===== src/rtl/mft_pkg.sv =====
package mft_pkg;
   localparam int unsigned REG_W       = 8;
   localparam int unsigned B_OVF_FLAG  = 7;
   localparam int unsigned B_PER_FLAG  = 6;
   localparam int unsigned B_OVF_EN    = 5;
   localparam int unsigned B_PER_EN    = 4;
   localparam int unsigned B_OVF_ACK   = 3;
   localparam int unsigned B_PER_ACK   = 2;
   localparam int unsigned NUM_TAPS    = 4;
   localparam logic        ADDR_CTL    = 1'b0;
   localparam logic        ADDR_CNT    = 1'b1;

   typedef struct packed {
      logic       ovf_en;
      logic       per_en;
      logic [1:0] rate;
   } mft_ctl_t;

   localparam mft_ctl_t CTL_RESET = '{ovf_en: 1'b0, per_en: 1'b0, rate: 2'b11};
endpackage


===== src/rtl/mft_count_chain.sv =====
module mft_count_chain #(
   parameter int unsigned PRESCALE = 2,
   parameter int unsigned CNT_W    = 8,
   parameter int unsigned DIV_W    = 4
) (
   input  logic             clk,
   input  logic             rst_n,
   output logic [CNT_W-1:0] count,
   output logic             wrap_evt,
   output logic [DIV_W-1:0] div
);
   logic tick;

   generate
      if (PRESCALE == 1) begin : g_no_pre
         assign tick = 1'b1;
      end else begin : g_pre
         localparam int unsigned PRE_W = $clog2(PRESCALE);
         localparam logic [PRE_W-1:0] PRE_LAST = PRE_W'(PRESCALE - 1);
         logic [PRE_W-1:0] pre_q;
         always_ff @(posedge clk) begin
            if (!rst_n)            pre_q <= '0;
            else if (pre_q == PRE_LAST) pre_q <= '0;
            else                   pre_q <= pre_q + 1'b1;
         end
         assign tick = (pre_q == PRE_LAST);
      end
   endgenerate

   assign wrap_evt = tick && (count == {CNT_W{1'b1}});

   always_ff @(posedge clk) begin
      if (!rst_n) begin
         count <= '0;
         div   <= '0;
      end else begin
         if (tick)     count <= count + 1'b1;
         if (wrap_evt) div   <= div + 1'b1;
      end
   end
endmodule


===== src/rtl/mft_tap_edge.sv =====
module mft_tap_edge #(
   parameter int unsigned DIV_W    = 4,
   parameter int unsigned TAP_BASE = 0
) (
   input  logic             clk,
   input  logic             rst_n,
   input  logic [DIV_W-1:0] div,
   input  logic [1:0]       sel,
   output logic             edge_evt
);
   logic [mft_pkg::NUM_TAPS-1:0] taps;
   logic tap_now;
   logic tap_q;

   for (genvar i = 0; i < int'(mft_pkg::NUM_TAPS); i++) begin : g_tap
      assign taps[i] = div[TAP_BASE + i];
   end

   assign tap_now  = taps[sel];
   assign edge_evt = tap_now && !tap_q;

   always_ff @(posedge clk) begin
      if (!rst_n) tap_q <= 1'b0;
      else        tap_q <= tap_now;
   end
endmodule


===== src/rtl/mft_flag_bit.sv =====
module mft_flag_bit (
   input  logic clk,
   input  logic rst_n,
   input  logic set_evt,
   input  logic ack,
   output logic flag
);
   // a set in the same cycle as an acknowledge takes precedence
   always_ff @(posedge clk) begin
      if (!rst_n) flag <= 1'b0;
      else        flag <= set_evt || (flag && !ack);
   end
endmodule


===== src/rtl/mft_timer.sv =====
module mft_timer #(
   parameter int unsigned PRESCALE = 2,
   parameter int unsigned CNT_W    = 8,
   parameter int unsigned DIV_W    = 4,
   parameter int unsigned TAP_BASE = 0
) (
   input  logic                      clk,
   input  logic                      rst_n,
   input  logic                      bus_addr,
   input  logic                      bus_wr,
   input  logic [mft_pkg::REG_W-1:0] bus_wdata,
   input  logic                      bus_rd,
   output logic [mft_pkg::REG_W-1:0] bus_rdata,
   output logic                      timer_irq
);
   import mft_pkg::*;

   generate
      if (PRESCALE < 1) begin : g_bad_pre
         $error("PRESCALE must be at least 1");
      end
      if (CNT_W < 2 || CNT_W > REG_W) begin : g_bad_cnt
         $error("CNT_W must lie between 2 and the register width");
      end
      if (DIV_W < TAP_BASE + NUM_TAPS) begin : g_bad_div
         $error("DIV_W too small for the selected taps");
      end
   endgenerate

   logic [CNT_W-1:0] count;
   logic [DIV_W-1:0] div;
   logic             wrap_evt;
   logic             rt_evt;
   logic             ovf_flag;
   logic             rt_flag;
   logic             ctl_wr;
   logic             ovf_ack;
   logic             rt_ack;
   mft_ctl_t         ctl_q;
   logic [REG_W-1:0] ctl_view;
   logic [REG_W-1:0] cnt_view;

   mft_count_chain #(.PRESCALE(PRESCALE), .CNT_W(CNT_W), .DIV_W(DIV_W)) u_chain (
      .clk(clk), .rst_n(rst_n), .count(count), .wrap_evt(wrap_evt), .div(div)
   );

   mft_tap_edge #(.DIV_W(DIV_W), .TAP_BASE(TAP_BASE)) u_tap (
      .clk(clk), .rst_n(rst_n), .div(div), .sel(ctl_q.rate), .edge_evt(rt_evt)
   );

   assign ctl_wr  = bus_wr && (bus_addr == ADDR_CTL);
   assign ovf_ack = ctl_wr && bus_wdata[B_OVF_ACK];
   assign rt_ack  = ctl_wr && bus_wdata[B_PER_ACK];

   mft_flag_bit u_ovf (
      .clk(clk), .rst_n(rst_n), .set_evt(wrap_evt), .ack(ovf_ack), .flag(ovf_flag)
   );
   mft_flag_bit u_per (
      .clk(clk), .rst_n(rst_n), .set_evt(rt_evt), .ack(rt_ack), .flag(rt_flag)
   );

   always_ff @(posedge clk) begin
      if (!rst_n) ctl_q <= CTL_RESET;
      else if (ctl_wr) begin
         ctl_q.ovf_en <= bus_wdata[B_OVF_EN];
         ctl_q.per_en <= bus_wdata[B_PER_EN];
         ctl_q.rate   <= bus_wdata[1:0];
      end
   end

   always_comb begin
      ctl_view             = '0;
      ctl_view[B_OVF_FLAG] = ovf_flag;
      ctl_view[B_PER_FLAG] = rt_flag;
      ctl_view[B_OVF_EN]   = ctl_q.ovf_en;
      ctl_view[B_PER_EN]   = ctl_q.per_en;
      ctl_view[1:0]        = ctl_q.rate;
   end

   assign cnt_view  = REG_W'(count);
   assign bus_rdata = !bus_rd ? '0 : ((bus_addr == ADDR_CNT) ? cnt_view : ctl_view);
   assign timer_irq = (ovf_flag && ctl_q.ovf_en) || (rt_flag && ctl_q.per_en);
endmodule


===== config.mk =====
export PLATFORM = sky130hd
export DESIGN_NAME = mft_timer
export DESIGN_NICKNAME = d
export VERILOG_FILES = /design/src/rtl/mft_pkg.sv /design/src/rtl/mft_count_chain.sv /design/src/rtl/mft_tap_edge.sv /design/src/rtl/mft_flag_bit.sv /design/src/rtl/mft_timer.sv
export SDC_FILE = /design/constraint.sdc
export NUM_CORES = 1
export LEC_CHECK = 0
export BUFFER_PORTS_ARGS = -buffer_cell sky130_fd_sc_hd__buf_4
export CAP_MARGIN = 15
export CORE_AREA = 2 2 46 59
export CTS_CLUSTER_DIAMETER = 40
export DETAILED_ROUTE_END_ITERATION = 16
export DIE_AREA = 0 0 48 61
export GPL_TIMING_DRIVEN = 0
export PLACE_DENSITY = 0.73
export SLEW_MARGIN = 0
export SYNTH_ARGS = -nofsm -noshare
export SYNTH_HDL_FRONTEND = slang
export SYNTH_SLANG_ARGS = --single-unit

===== constraint.sdc =====
create_clock -name clk -period 1.4 [get_ports clk]
set_input_delay 0.07 -clock clk [delete_from_list [all_inputs] [get_ports clk]]
set_output_delay 0.07 -clock clk [all_outputs]
set_load 0.05 [all_outputs]

**Yosys cells after proc, flatten, opt, wreduce, memory -nomap -nowiden**

Cells that the tools add are included.

- Shift-type cells: 0
- Equality and inequality tests: 1
- Bitwise logic cells: 2
- Div/mod/pow operators: 0
- Reductions and logical operators: 16
- Mux-type cells: 4
- Magnitude comparators: 1
- $mul: 0
- Add/sub/neg operators: 3

Operator list:

| cell | number |
|---|---|
| 8-bit 2-to-1 mux | 2 |
| 1-bit logical AND | 9 |
| 8-bit by 1-bit adder with 8-bit output, second input constant | 1 |
| 8-bit == test, second input constant | 1 |
| 4-bit by 1-bit adder with 4-bit output, second input constant | 1 |
| 1-bit logical NOT | 3 |
| 1-bit logical OR | 3 |
| 2-bit by 3-bit < comparator with 1-bit output, second input constant | 1 |
| 1-bit binary-select mux with 2-bit select | 1 |
| 1-bit NOT | 2 |
| 2-bit OR reduction | 1 |
| 1-bit adder, second input constant | 1 |
| 1-bit 2-to-1 mux | 1 |

- Bits in read-only memories: 0
- Latch bits: 0
- Memory bits (writable): 0
- Register bits: 20
- Memories kept: 0

**Depth between registers and ports, before layout**

Gate-level depths: netlist (run 1).

- Word-level depth: 6
- Gate-level depth with buffers: 5

**By module**

From an unflattened synthesis (run 1), not the netlist that was laid out.

- Cells, all modules: 111
- Area, all modules: 1046.0 µm²

By module, submodules not included:

| module | instances | cells an instance | area an instance (µm²) |
|---|---|---|---|
| mft_count_chain | 1 | 65 | 596.8 |
| mft_timer | 1 | 36 | 311.5 |
| mft_flag_bit | 2 | 3 | 41.3 |
| mft_tap_edge | 1 | 4 | 55.1 |

**Worst setup path before layout (run 1)**

Ideal clock, no wire load.

- Path kind: reg2reg
- Start point: register u_chain.count[0]
- End point: register u_chain.div[3]
- Path buffers: 0
- Clock period less this slack: 1.466 ns
- Arrival: 1.395 ns
- Required time: 1.329 ns
- Slack: -0.066 ns
- Stages on the path, launching flop included: 5
- Path through: dfxtp_1 -> ha_1 -> nand4_4 -> or4_1 -> a21oi_1

- Word-level cells in the longest chain between the ends: 2

Ends and longest elaborated chain:

| item | RTL line | source |
|---|---|---|
| start, declared | mft_count_chain.sv:8 | `output logic [CNT_W-1:0] count,` |
| start signal, assigned | mft_count_chain.sv:37 | `if (tick) count <= count + 1'b1;` |
| 8-bit == test | mft_count_chain.sv:30 | `assign wrap_evt = tick && (count == {CNT_W{1'b1}});` |
| 1-bit logical AND | mft_count_chain.sv:30 |  |
| end signal, assigned | mft_count_chain.sv:38 | `if (wrap_evt) div <= div + 1'b1;` |
| end, declared | mft_count_chain.sv:10 | `output logic [DIV_W-1:0] div` |

No other way between the ends.
A chain may end at the register's enable or synchronous reset.

**Final worst setup path (run 1)**

Ends and elaborated chain as after synthesis.

==> results of run 1 <==
## state kept, by name, summed over array words and instances (netlist names)
signal               flops
u_ovf.flag               1
u_chain.g_pre.pre_q      1
u_per.flag               1
u_tap.tap_q              1
ctl_q                    4
u_chain.div              4
u_chain.count            8
## logic make-up after synthesis
kind of cell,count (synthesis)
xor gates and xnor gates,4
AOI/OAI and AO/OA,18
DFF,20
adders and majority gates,2
and+or+nand+nor,48
muxes,9
buffers and inverters,8
## layer usage
layer  up-vias  share of wire [%]
li1        444                  -
met1       413                 40
met2        29                 53
met3         2                5.9
met4         0                1.5
met5         -                  0
## final cells by class
type | instances | area [um^2]
buffer | 4 | 27.5
clock buffer | 3 | 22.5
fill | 216 | 1070
inverter | 4 | 15.0
multi-input combinational | 81 | 577
sequential | 20 | 413
tap | 33 | 41.3
timing repair buffer | 26 | 206
## per-stage QoR
| stage | instance area, um^2 | hold WS, ns | setup WS, ns |
|---|---|---|---|
| finish | 1300 | 0.0224 | 0.0498 |
| global route | 1300 | 0.0245 | 0.0101 |
| CTS | 1270 | 0.00783 | 0.0197 |
| detailed placement | 1180 | 0.293 | -0.0757 |
| global placement | 1180 | 0.281 | -0.0166 |
| floorplan | 1000 | 0.142 | 0.0685 |
## synth_stat cells (all sizes together)
library cell,count
dfxtp,20
nand2,12
a21oi,8
mux2i,8
nor2,8
nor2b,7
nand3,5
inv,4
nand4,4
buf,3
o21ai,3
o31ai,3
or3,3
or4,3
xor2,3
and3,2
ha,2
nand2b,2
a21boi,1
a22o,1
a32o,1
and2,1
and4,1
clkbuf,1
mux4,1
o21a,1
xnor2,1
## worst min-delay path by stage
stage                            start               endpoint  slack (ns)  depth (start not counted)
after global placement    bus_wdata[0]  ctl_q[0]$_SDFFE_PN1N_        0.28                          3
after floorplan                  rst_n  ctl_q[0]$_SDFFE_PN1N_        0.14                          1
after detailed placement  bus_wdata[0]  ctl_q[0]$_SDFFE_PN1N_        0.29                          3
final                     bus_wdata[5]  ctl_q[3]$_SDFFE_PN0N_        0.02                          3
after global routing             rst_n  ctl_q[1]$_SDFFE_PN1N_        0.02                          2
after CTS                 bus_wdata[5]  ctl_q[3]$_SDFFE_PN0N_       0.008                          3
## cell usage in the layout, fill, tap and decap left out, drive strengths merged, types with 4 or more instances in the layout
cell type	count
inv	4
dfxtp	20
nand2	12
a21oi	8
clkbuf	4
buf	26
nor2	8
nor2b	7
nand3	5
mux2i	8
nand4	4
## worst max-delay path, stage by stage (launching register included)
cell     delay [ns]
dfxtp_4        0.38
ha_4           0.15
nand4_4        0.14
or4_4          0.51
a21oi_2        0.12
## power breakdown
| group | internal (mW) | switching (mW) | leakage [nW] | total (mW) |
|---|---|---|---|---|
| clock | 0.0999 | 0.162 | 0.0138 | 0.262 |
| combinational | 0.0687 | 0.0803 | 0.363 | 0.149 |
| sequential | 0.583 | 0.0129 | 0.166 | 0.596 |
## what timing repair did
item / CTS / global route
setup endpoints to repair: 2 / 6
pin swaps: 1 / 2
hold buffers: 3 / 0
gates resized for setup: 4 / 7
buffers inserted: 4 / 1
endpoints found under the hold margin: 2 / 0
==> out/metrics.cfg, run 1 <==
[die]
fp.dieH_um=61
core_area_mm2=0.00238
start_util_pct=41.5
rows=20
die_area_mm2=0.00293
ios=22
die_x_um=48

[routing]
drc=0
via_per_inst=5.19
vias=888
routed_wl_um=2190
wl_per_cell_um=12.8
postRouteAntennaNets=0
dr.pass1.iters=10
drt_iter0_markers=15

[worst_setup_path]
arrival_ns=1.58
r2r_end=u_chain.div[3]$_SDFFE_PN0P_
startpoint_type=flop
critPathRequiredTime_ns=1.63
worstPathMaxFanout=5
r2r-start=u_chain.count[0]$_SDFFE_PN0P_
endpoint=u_chain.div[3]$_SDFFE_PN0P_
rr_worst_depth=4
crit_path_end_kind=flop
regToRegSetupSlack_ns=0.05
startpoint=u_chain.count[0]$_SDFFE_PN0P_
path_class=flop to flop

[timing]
worstMarginPinSlew_ns=0.489
period_needed_ns=1.35
finalSetupViolCount=0
fin_skew_ns=0.00184
fmax_ghz=0.741
max_slew_margin_pct=67.4
fin_crit_sh_pct=96.4
slew_violations=0
rsz0062_at_grt=false
tns_ns=0
hold_violations=0

[placed_design]
dp_cells=160
port_buffers=18
hpwlAfterDp_um=1600
gp_congestion=0.683

[synth]
synth-xor-area-share_pct=3.55
yosysSeqAreaShare_pct=40.6
synth_top_cell_by_area=dfxtp_1
avgSynthCellArea_um2=9.06
synth_compound_area_share_pct=11.3
synth_cell_types=31
yosys.area_share.simple_pct=27.8
synthTopCellsByArea=dfxtp_1, mux2i_1, nand2_1
synth_top_family_by_area=simple AND/OR/NAND/NOR gates
ys_warn_count=0
synthMuxAreaShare_pct=10.4
synth_fp_nets=124
ys_ff_latch=20
syn_area_um2=987
synth_top_area_share_pct=40.6
netlist_instances=109
synthAdderAreaFrac_pct=2.53

[layout]
area_growth_pct=31.9
diodes=0
nNetsFinal=155
instances_no_fill=171
drive_gt1_share_pct=31.2
utilization_pct=54.8

[clock_network]
htreeDepth=1
cts.sinks=20
cts_tree=done
cts-root-buf=clkbuf_4
clk_latency_ns=0.29
clkTransAtPathRegs_ns=0.10
clockBufferDepth=2
numCtsBuffers=3

[grt]
grt_util_met3_pct=1.79
antenna_found_initial=0
grt_max_degree=11
top_usage_layer=met2
use_met2_pct=28.0
gr-usage-all-layers_pct=16.3
grt_pass1_wl_um=3280
first_global_vias=793
use_met1_pct=17.6
overflow=0

[min_path]
min_path_type=input pin to flop

[job]
drv_cap=0

[status]
status=complete, no violations

[power_and_ir_drop]
power.density_mw_per_mm2=772
vdd_ir_drop_max_mv=0.357
p_leak_nw=0.543
power_mw=1.01

Note: power is estimated with default switching activity, not from simulation.
==> inputs of run 2 (changes only) <==
--- a/config.mk
+++ b/config.mk
@@ -7,13 +7,14 @@
 export LEC_CHECK = 0
 export BUFFER_PORTS_ARGS = -buffer_cell sky130_fd_sc_hd__buf_4
 export CAP_MARGIN = 15
-export CORE_AREA = 2 2 46 59
+export CORE_AREA = 2 2 48 61
 export CTS_CLUSTER_DIAMETER = 40
 export DETAILED_ROUTE_END_ITERATION = 16
-export DIE_AREA = 0 0 48 61
+export DIE_AREA = 0 0 50 63
 export GPL_TIMING_DRIVEN = 0
-export PLACE_DENSITY = 0.73
+export PLACE_DENSITY = 0.72
 export SLEW_MARGIN = 0
 export SYNTH_ARGS = -nofsm -noshare
 export SYNTH_HDL_FRONTEND = slang
+export SYNTH_HIERARCHICAL = 1
 export SYNTH_SLANG_ARGS = --single-unit
==> run 2 against run 1 <==
  * Utilization is 2.9 points lower
  * Non-clock buffer count is 1 higher
  * Sequential power hardly changed
  * Highest routed layer unchanged
  * Flip-flop and latch count is the same
  * Largest cell class unchanged
  * Global-route usage fell by 0.43 points
==> out/metrics.cfg, run 2 <==
[power_and_ir_drop]
power.density_mw_per_mm2=748  ; -3.2%
p_leak_nw=0.566  ; +4.2%
vdd_ir_drop_max_mv=0.393  ; +10%

[worst_setup_path]
crit_path_end_kind=flop
critPathTopFamily=simple AND/OR/NAND/NOR gates
cp_slowest_cell=dfxtp_4
startpoint_type=flop
cp_cell_sequence=ha_4 > nand4_4 > buf_4 > or3_1 > a21oi_1
path_buf_inv=1  ; +1
cp_slowest_stage_delay_ns=0.37  ; -0.14 ns
critPathRequiredTime_ns=1.63  ; about the same
worstPathMaxFanout=6  ; +1
path_class=flop to flop
arrival_ns=1.57  ; about the same

[layout]
seq_area_um2=409  ; -0.91%
layout_commonest_cell=buf_4
final_cell_mix=buf_4, dfxtp_1, mux2i_1
multi_input_comb_area_um2=616  ; +6.7%
largest_register_ffs=8  ; unchanged
instances_no_fill=174  ; +1.8%
nNetsFinal=157  ; +1.3%
top_register=u_chain/count
fill_cells=244  ; +13%
reg_top3=u_chain/count x8, ctl_q x4, u_chain/div x4
drive_gt1_share_pct=34.3  ; +3.1 points
utilization_pct=51.9  ; -2.9 points
diodes=0  ; unchanged
area_growth_pct=28.9

[timing]
fin_crit_sh_pct=95.6  ; -0.86 points
max_slew_margin_pct=68.5  ; +1.1 points
rsz0062_at_grt=false
finalSetupViolCount=0  ; unchanged
hold_violations=0  ; unchanged
slew_violations=0  ; unchanged
fmax_ghz=0.747  ; +0.90%
period_needed_ns=1.34  ; -0.0121 ns
worstMarginPinSlew_ns=0.473  ; -0.0163 ns
tns_ns=0  ; unchanged
fin_skew_ns=0.00595  ; +0.00411 ns

[job]
drv_cap=0  ; unchanged

[synth]
netlist_instances=111  ; +1.8%
synth_flop_cell=dfxtp_1
synth_top_cell_by_area=dfxtp_1
synth_fp_nets=126  ; +1.6%
syn_area_mm2=0.00105  ; +6.0%
async_flop_share_pct=0  ; unchanged
synth_cell_types=35  ; +13%
synth_top_area_share_pct=38.3  ; -2.3 points
synth_edf_count=0  ; unchanged
ys_top_cells_by_count=dfxtp_1, mux2i_1, nor2b_1
ys_ff_latch=20  ; unchanged
synthTopCellsByArea=dfxtp_1, mux2i_1, nor2b_1
ys_warn_count=6  ; +6
yosysSeqAreaShare_pct=38.3  ; -2.3 points
avgSynthCellArea_um2=9.42  ; +4.0%
synth_most_common_cell=dfxtp_1

[routing]
routed_wl_um=2240  ; +2.3%
dr.pass1.iters=4  ; -6
drc=0  ; unchanged
via_per_inst=5.05  ; -2.8%
wl_per_cell_um=12.9  ; +0.52%
drt_iter0_markers=33  ; +18
vias=878  ; -1.1%
postRouteAntennaNets=0  ; unchanged

[die]
ios=22  ; unchanged
die_x_um=50  ; +4.2%
start_util_pct=40.2  ; -1.3 points
rows=21  ; +5.0%
core_area_mm2=0.00260  ; +9.4%
fp.dieH_um=63  ; +3.3%
die_area_mm2=0.00315  ; +7.6%

[clock_network]
postCtsHoldBufs=0  ; -3
cts.sinks=20  ; unchanged
cts-root-buf=clkbuf_4
clockBufferDepth=2  ; unchanged
htreeDepth=1  ; unchanged
numCtsBuffers=3  ; unchanged
clk_latency_ns=0.29  ; about the same
clkTransAtPathRegs_ns=0.11  ; about the same
cts_tree=done

[grt]
antenna_found_initial=0  ; unchanged
first_global_vias=919  ; +16%
grt_pass1_wl_um=3930  ; +20%
overflow=0  ; unchanged
grt_max_degree=15  ; +4
gr-usage-all-layers_pct=15.8  ; -0.43 points

[placed_design]
dp_cells=164  ; +2.5%
port_buffers=19  ; +1
gp_congestion=0.702  ; +2.8%
hpwlAfterDp_um=1670  ; +4.7%

[status]
status=complete, no violations

[min_path]
min_path_type=input pin to flop

[run 2: cell count changes after synthesis, sizes merged, moves of 2 or more]
| cell | previous run | this run |
|---|---|---|
| nand2 | 12 | 7 |
| mux2i | 8 | 10 |
| o211ai | 0 | 2 |
| inv | 4 | 7 |
| and2 | 1 | 3 |
| a21oi | 8 | 5 |
| nand3b | 0 | 2 |
| nor2b | 7 | 10 |
| nand3 | 5 | 2 |
[run 2: kinds of logic after synthesis]
group                    synth area share, %
AO/OA/AOI/OAI                           10.6
XOR/XNOR                                3.35
adder cells (fa/ha/maj)                 2.39
buffers and inverters                   6.10
flip-flops                              38.3
multiplexers                            11.7
AND/OR/NAND/NOR                         27.5
[run 2: worst paths after layout]
check / startpoint / end / slack, ns / cells after the start
hold reg to reg: ctl_q[3]$_SDFFE_PN0P_ / ctl_q[3]$_SDFFE_PN0P_ / 0.51 / 2
hold / removal: bus_wdata[5] / ctl_q[3]$_SDFFE_PN0P_ / 0.04 / 3
setup / recovery: u_chain/count[1]$_SDFFE_PN0P_ / u_chain/div[1]$_SDFFE_PN0P_ / 0.06 / 5
setup reg to reg: u_chain/count[1]$_SDFFE_PN0P_ / u_chain/div[1]$_SDFFE_PN0P_ / 0.06 / 5
[run 2: layout make-up]
| class | count | area share, % |
|---|---|---|
| Timing Repair Buffer | 26 | 14.5 |
| Buffer | 5 | 2.78 |
| Sequential cell | 20 | 30.3 |
| Inverter | 7 | 1.95 |
| Multi-Input combinational cell | 79 | 45.6 |
| Clock buffer | 3 | 1.67 |
| Tap cell | 34 | 3.15 |
[run 2: per-stage QoR]
stage | setup WS (ns) | cell area (um^2) | hold slack (ns) | power [mW]
final | 0.0619 | 1350 | 0.0385 | 1.01
after global routing | 0.00490 | 1350 | 0.0341 | 1.06
after CTS | 0.00746 | 1330 | 0.0324 | 1.02
after detailed placement | -0.153 | 1240 | 0.342 | 0.750
after global placement | -0.0695 | 1240 | 0.337 | 0.745
after floorplan | 0.0204 | 1060 | 0.159 | 0.695
[run 2: worst min-delay path, cell delays in order]
cell and delay, ns:
buf_4 0.11, nand2_1 0.04, mux2i_1 0.06
[run 2: metal layers]
metal | global-route usage (%) | vias to the layer above | wire [um]
met5 | 0 | - | 0
met3 | 1.67 | 2 | 95
met2 | 29.3 | 25 | 1170
met4 | 6.25 | 0 | 21
li1 | - | 444 | -
met1 | 17.9 | 407 | 950
[run 2: timing repair]
action | 4_1_cts | 5_1_grt
buffers inserted | 5 | 2
hold endpoints to repair | 0 | 0
gates resized for setup | 6 | 2
pin swaps | 1 | 1
setup endpoints to repair | 3 | 4
[run 2: report_power, final]
group	internal (mW)	switching [mW]	total (mW)
combinational	0.0707	0.0809	0.152
sequential	0.583	0.0127	0.596
clock	0.100	0.161	0.261
